$ cat config.mk
export PLATFORM = sky130hd
export DESIGN_NAME = link_pwr_ctrl
export DESIGN_NICKNAME = d
export VERILOG_FILES = /design/src/rtl/link_pwr_ctrl.sv
export SDC_FILE = /design/constraint.sdc
export NUM_CORES = 1
export LEC_CHECK = 0
export BUFFER_PORTS_ARGS = -buffer_cell sky130_fd_sc_hd__buf_2
export CAP_MARGIN = 20
export CORE_ASPECT_RATIO = 0.75
export CORE_UTILIZATION = 45
export CTS_BUF_LIST = sky130_fd_sc_hd__clkbuf_8
export DETAILED_ROUTE_END_ITERATION = 12
export GPL_TIMING_DRIVEN = 0
export HOLD_SLACK_MARGIN = 0.03
export PLACE_DENSITY = 0.76
export SKIP_CTS_REPAIR_TIMING = 1
export SYNTH_ARGS = -nofsm -noshare
export SYNTH_HDL_FRONTEND = slang
export SYNTH_SLANG_ARGS = --single-unit
$ cat constraint.sdc
create_clock -name clk -period 2.35 [get_ports clk]
set_input_delay 0.47 -clock clk [delete_from_list [all_inputs] [get_ports clk]]
set_output_delay 0.47 -clock clk [all_outputs]
set_load 0.01 [all_outputs]
$ cat src/rtl/link_pwr_ctrl.sv
module link_pwr_ctrl #(
  parameter int GAP_W = 8
) (
  input  logic             clk,
  input  logic             rst_n,
  input  logic             src_role,
  input  logic [GAP_W-1:0] gap,
  input  logic             hw_req,
  input  logic [1:0]       hw_lvl,
  input  logic             sw_req,
  input  logic [1:0]       sw_lvl,
  input  logic             pll_locked,
  output logic             data_en,
  output logic             fclk_en,
  output logic             pll_en,
  output logic [1:0]       lvl,
  output logic             busy
);
  typedef enum logic [2:0] {S_IDLE, S_DN_CLK, S_DN_PLL, S_UP_LOCK, S_UP_DATA} seq_t;

  seq_t             seq;
  logic [GAP_W-1:0] cnt;
  logic [1:0]       tgt, pend_lvl;
  logic             pend;

  wire       req_v   = pend | sw_req | hw_req;
  wire [1:0] req_l   = pend ? pend_lvl : (sw_req ? sw_lvl : hw_lvl);
  wire       pll_off = (tgt == 2'd3) || (tgt == 2'd2 && !src_role);
  wire       cnt_end = (cnt == gap);

  assign busy = (seq != S_IDLE) || pend;

  always_ff @(posedge clk) begin
    if (!rst_n) begin
      seq <= S_IDLE; cnt <= '0; tgt <= '0; lvl <= '0;
      pend <= 1'b0; pend_lvl <= '0;
      data_en <= 1'b1; fclk_en <= 1'b1; pll_en <= 1'b1;
    end else begin
      case (seq)
        S_IDLE: if (req_v && req_l != lvl) begin
          if (lvl == 2'd0) begin
            data_en <= 1'b0;
            tgt     <= req_l;
            pend    <= 1'b0;
            if (req_l == 2'd1) lvl <= 2'd1;
            else begin cnt <= '0; seq <= S_DN_CLK; end
          end else begin
            if (req_l != 2'd0) begin pend <= 1'b1; pend_lvl <= req_l; end
            if (!pll_en) begin
              pll_en <= 1'b1; seq <= S_UP_LOCK;
            end else if (!fclk_en) begin
              fclk_en <= 1'b1; cnt <= '0; seq <= S_UP_DATA;
            end else begin
              data_en <= 1'b1; lvl <= 2'd0;
            end
          end
        end
        S_DN_CLK: if (cnt_end) begin
          fclk_en <= 1'b0; cnt <= '0;
          if (pll_off) seq <= S_DN_PLL;
          else begin lvl <= tgt; seq <= S_IDLE; end
        end else cnt <= cnt + 1'b1;
        S_DN_PLL: if (cnt_end) begin
          pll_en <= 1'b0; lvl <= tgt; seq <= S_IDLE;
        end else cnt <= cnt + 1'b1;
        S_UP_LOCK: if (pll_locked) begin
          fclk_en <= 1'b1; cnt <= '0; seq <= S_UP_DATA;
        end
        S_UP_DATA: if (cnt_end) begin
          data_en <= 1'b1; lvl <= 2'd0; seq <= S_IDLE;
        end else cnt <= cnt + 1'b1;
        default: seq <= S_IDLE;
      endcase
    end
  end
endmodule

# Word level (Yosys, flattened, before mapping)
# Index checks and enable logic that the tools add are counted.
# word_totals
regBits	21
in_bits	18
# op_classes
addsub	1
eq_ne	25
muxes	48
bitwise_logic	3
n_reduce_logical	25
# op_table
operator	count
$mux 8	8
$pmux 8 s4	1
$mux 2	12
$mux 3	8
$ne 2x2->1 const B	9
$ne 3x3->1 const B	5
$mux 1	14
$pmux 3 s4	1
$reduce_and 6->1	2
$reduce_and 9->1	1
$add 8x1->8 const B	1
$eq 8x8->1	1
$pmux 2 s4	1
$reduce_and 4->1	2
$reduce_bool 2->1	4
$reduce_bool 4->1	2
$reduce_and 7->1	1
$eq 3x2->1 const B	2
$reduce_and 3->1	2
$reduce_bool 3->1	2
$reduce_and 5->1	1
$eq 2x2->1 const B	2
$ne 4x4->1 const B	1
$pmux 1 s2	2
other kinds (14)	17

# Depth between registers and ports, before layout
# logic_depth
depth_word	7
ltp_mapped	7
ltp_nobuf	6

# Worst setup path after synthesis
# OpenSTA, ideal clock, no wires.
# synth_timing
kind	input to register
startpoint	in sw_req
endpoint	reg cnt[2]
t_arrival_ns	1.729
required_time_ns	2.210
setup_slack_ns	0.481
cell_stages	6
path_buffers	0
cell_sequence	mux2i_1 -> a21oi_1 -> and2_2 -> o22a_2 -> nor3_4 -> a311oi_2
# synth_between
elab_chain_cells	6
word_cells_on_any_way	10
cone_classes	eq/ne: 4; mux: 2; bitwise: 2; reduce/logical: 2
# synth_lines
element	line_no	rtl
start: declaration	10	input logic sw_req,
$mux 2 (2 in a row)	27	wire [1:0] req_l = pend ? pend_lvl : (sw_req ? sw_lvl : hw_lvl);
$ne 2x2->1	40	S_IDLE: if (req_v && req_l != lvl) begin
$logic_and 1x1->1	40	
$ne 2x2->1 (no line)	--	
$reduce_and 7->1 (no line) *	--	
end signal: assignment	62	end else cnt <= cnt + 1'b1;
end signal: assignment	65	end else cnt <= cnt + 1'b1;
end signal: assignment	71	end else cnt <= cnt + 1'b1;
end: declaration	22	logic [GAP_W-1:0] cnt;
# Every way passes the cells marked *; elsewhere a longest branch is shown, timed or not.
# A chain may end at the register's enable or synchronous reset.

# Final worst setup path
# layout_timing
startpoint	in sw_req
endpoint	reg cnt[1]
# Same word-level chain as after synthesis.

==> summary.txt <==
Power and ir drop
  – Peak supply drop: 0.000448 V
  – Int Pwr: 0.000933 W
  – Logic pwr share: 57.7%
  – Power, Total: 0.00168 W
  – Leak pwr: 0.686 nW
  – PwrDens: 974 nW/µm²
  – Clock Power Share: 14.3%
  – Flop pwr share: 27.9%
  – Switching pwr: 0.000746 W
  – Sw frac: 44.4%

Floorplan
  – Die width: 69.0 µm
  – Die Area: 3610 µm²
  – Row count: 17
  – Die height: 52.3 µm
  – Initial Util: 49.5%
  – Boundary pin count: 24
  – Core area: 3060 µm²

Final layout
  – Antenna cells: 0
  – Area growth syn-to-layout: 13.8%
  – Fillers: 310
  – Final nets: 242
  – Final Cell Area: 1720 µm²
  – Post-layout util: 56.3%
  – Share of layout cells above drive strength 1: 21.6%

Clock tree
  – Clock slew at reported path FFs: 80 ps
  – CTS Buffer Depth: 2
  – CTS sink cnt: 21
  – CTS tree: yes
  – Root buf cell: clkbuf_8
  – Worst-Skew Late Latency: 260 ps
  – TritonCTS buffer count: 3
  – Number of H-tree levels: 1

Drt
  – Via Count: 1,543
  – Residual DRC: 0
  – Via density: 5.93
  – Final ANT Viol Nets: 0
  – Drt total wl: 3720 µm
  – DRT iter0 DRCs: 183
  – DR WL/cell: 14.3 µm
  – TritonRoute pass-1 iters: 5

Place
  – DP Worst Slack: -2.83 ps
  – Input/output buffers: 23
  – Post-DP Area: 1680 µm²
  – Post-DP HPWL: 2880 µm
  – RePlAce Congestion: 0.933

Critical path
  – Worst Path Required: 2540 ps
  – Crit path DAT: 2310 ps
  – CP Buf/Inv Count: 1
  – Worst Path Max Fanout: 8
  – CP max-delay cell: mux2i_1
  – Cell repeated most along the worst path: mux2i_1
  – Cells along the critical path: buf_2, mux2i_1, a21oi_1, and2_2, o22a_2, nor3_4, mux2i_1
  – CP Launch Type: input port
  – WS Path Type: in -> reg
  – CP peak stage delay: 420 ps
  – CP Capture Type: register
  – CP top delay family: multiplexers

STA
  – Tcrit/Tclk final: 90.1%
  – Final clock skew: 2.71 ps
  – Max Slew Vio Count: 0
  – Slew @ Worst Pin: 490 ps
  – Final setup viols: 0
  – Total negative slack: 0 ps
  – Final worst path period need: 2120 ps
  – Rel. slew slack: 67.0%
  – Setup WS post-layout: 232 ps
  – Count of final hold-check violations: 0
  – RSZ-0062 raised after global routing: false
  – Fmax: 0.472 GHz

Logic synthesis
  – Mapped cell area: 1520 µm²
  – Avg Inst Size Synth: 7.77 µm²
  – Post-synthesis sequential area ratio: 27.7%
  – Syn Nets: 214
  – Synth Area in XOR/XNOR: 5.20%
  – Post-synth top flop: dfxtp_1
  – Async S/R FF share, synth: 0%
  – Synth Area in Adders: 0.826%
  – Multiplexer share of the synthesized area: 5.45%
  – Syn Inst Count: 195
  – Number of synthesized register bits: 21
  – Compound-Gate Fraction of Synth Area: 26.8%
  – Fraction of the mapped netlist area in simple logic gates: 29.2%
  – Post-synth EDFFs: 0
  – Largest family of logic cells by synthesized area: simple AND/OR/NAND/NOR gates
  – Unique cell type count in the Yosys netlist: 46
  – Yosys warning total: 0

Min path
  – HP Class: reg -> reg

Global routing
  – Number of global-route vias before repair: 1,374
  – GRT overflow: 0
  – Antenna violations before repair: 0
  – Global-route wire length before repair: 6270 µm
  – Global Route Usage Sum: 22.1%
  – Largest net degree at the start of global routing: 13

Run
  – Max-cap violations: 0

Outcome
  – Outcome: complete, no violations
[cells in the final DEF (no fill, tap or decap), drive strengths merged, types with 2 or more instances in the layout]
cell type,netlist,routed
mux2i,6,6
nand2b,8,8
a31oi,8,8
nand3,12,12
nor4,2,2
mux2,2,2
a21oi,16,16
and2,4,4
o22ai,3,3
nand2,22,22
nor3,10,10
clkbuf,5,8
o21ai,16,16
and3,2,2
buf,5,28
inv,6,6
o2bb2ai,2,2
or2,3,3
dfxtp,21,21
or3,2,2
nor2,10,10
xor2,9,9
o211ai,4,4
[registers in the layout, summed over array words and instances, names as in the netlist]
signal,flops
fclk_en,1
seq,3
pend,1
pll_en,1
pend_lvl,2
cnt,8
tgt,2
lvl,2
data_en,1
[through the flow]
step,hold slack [ps],cells
final,487,260
after global routing,512,260
after CTS,486,260
after detailed placement,475,256
after global placement,450,256
after floorplan,433,195
[power groups by stage]
stage          sequential, W  combinational [W]  clock, W
2_1_floorplan       0.000472           0.000744         0
3_3_place_gp        0.000474           0.000936         0
5_1_grt             0.000477            0.00107  0.000267
3_5_place_dp        0.000477           0.000952         0
4_1_cts             0.000469           0.000956  0.000246
6_report            0.000469           0.000970  0.000240
[synthesized netlist by cell type, types with 2 or more instances]
cell type / n / share of area, %
clkbuf_1: 5 / 1.2
o21ai_0: 15 / 5.0
a31oi_1: 8 / 3.3
o211ai_1: 4 / 2.0
dfxtp_1: 21 / 28
nand2_1: 22 / 5.5
nand2b_1: 8 / 3.3
inv_1: 6 / 1.5
mux2_2: 2 / 1.5
xor2_1: 9 / 5.2
or2_2: 3 / 1.2
mux2i_1: 6 / 4.0
nor4_4: 2 / 2.8
and2_1: 3 / 1.2
nor2_1: 10 / 2.5
o2bb2ai_1: 2 / 1.2
buf_2: 4 / 1.3
nor3_1: 9 / 3.0
o22ai_1: 3 / 1.2
nand3_1: 12 / 4.0
a21oi_1: 16 / 5.3
[cell type report]
type / instances / area, µm² / area share, %
clock buffer: 3 / 41.3 / 2.39
buffer: 10 / 50.0 / 2.90
sequential: 21 / 420 / 24.4
multi-input combinational: 158 / 1020 / 59.3
inverter: 6 / 22.5 / 1.31
clock inverter: 1 / 5.00 / 0.290
timing repair buffer: 23 / 115 / 6.68
tap: 38 / 47.5 / 2.76
[worst min-delay path, cell delays in order (launching register included)]
cell and delay, ps:
dfxtp_1 330, nand2_1 60, o2bb2ai_1 50
[final timing paths]
kind / startpoint / end / slack [ps] / cells past startpoint
min: pend_lvl[1] / pend_lvl[1] / 490 / 2
max reg2reg: pend / cnt[1] / 320 / 7
min reg2reg: pend_lvl[1] / pend_lvl[1] / 490 / 2
max: sw_req / cnt[1] / 230 / 7
[metal layers]
layer	track usage [%]	wire, µm	up-vias
met5	0	0	-
met4	3.40	19	0
met3	5.77	393	4
met2	33.5	1510	75
met1	31.8	1790	691
li1	-	-	773
[kinds of logic (layout without fill, tap and decap cells)]
kind of cell / after synthesis / after routing
and+or+nand+nor: 79 / 79
AOI/OAI and AO/OA: 61 / 61
DFF: 21 / 21
buffers and inverters: 16 / 43
xor gates and xnor gates: 9 / 9
muxes: 8 / 8
adders and majority gates: 1 / 1
Note: power is estimated with default switching activity, not from simulation.
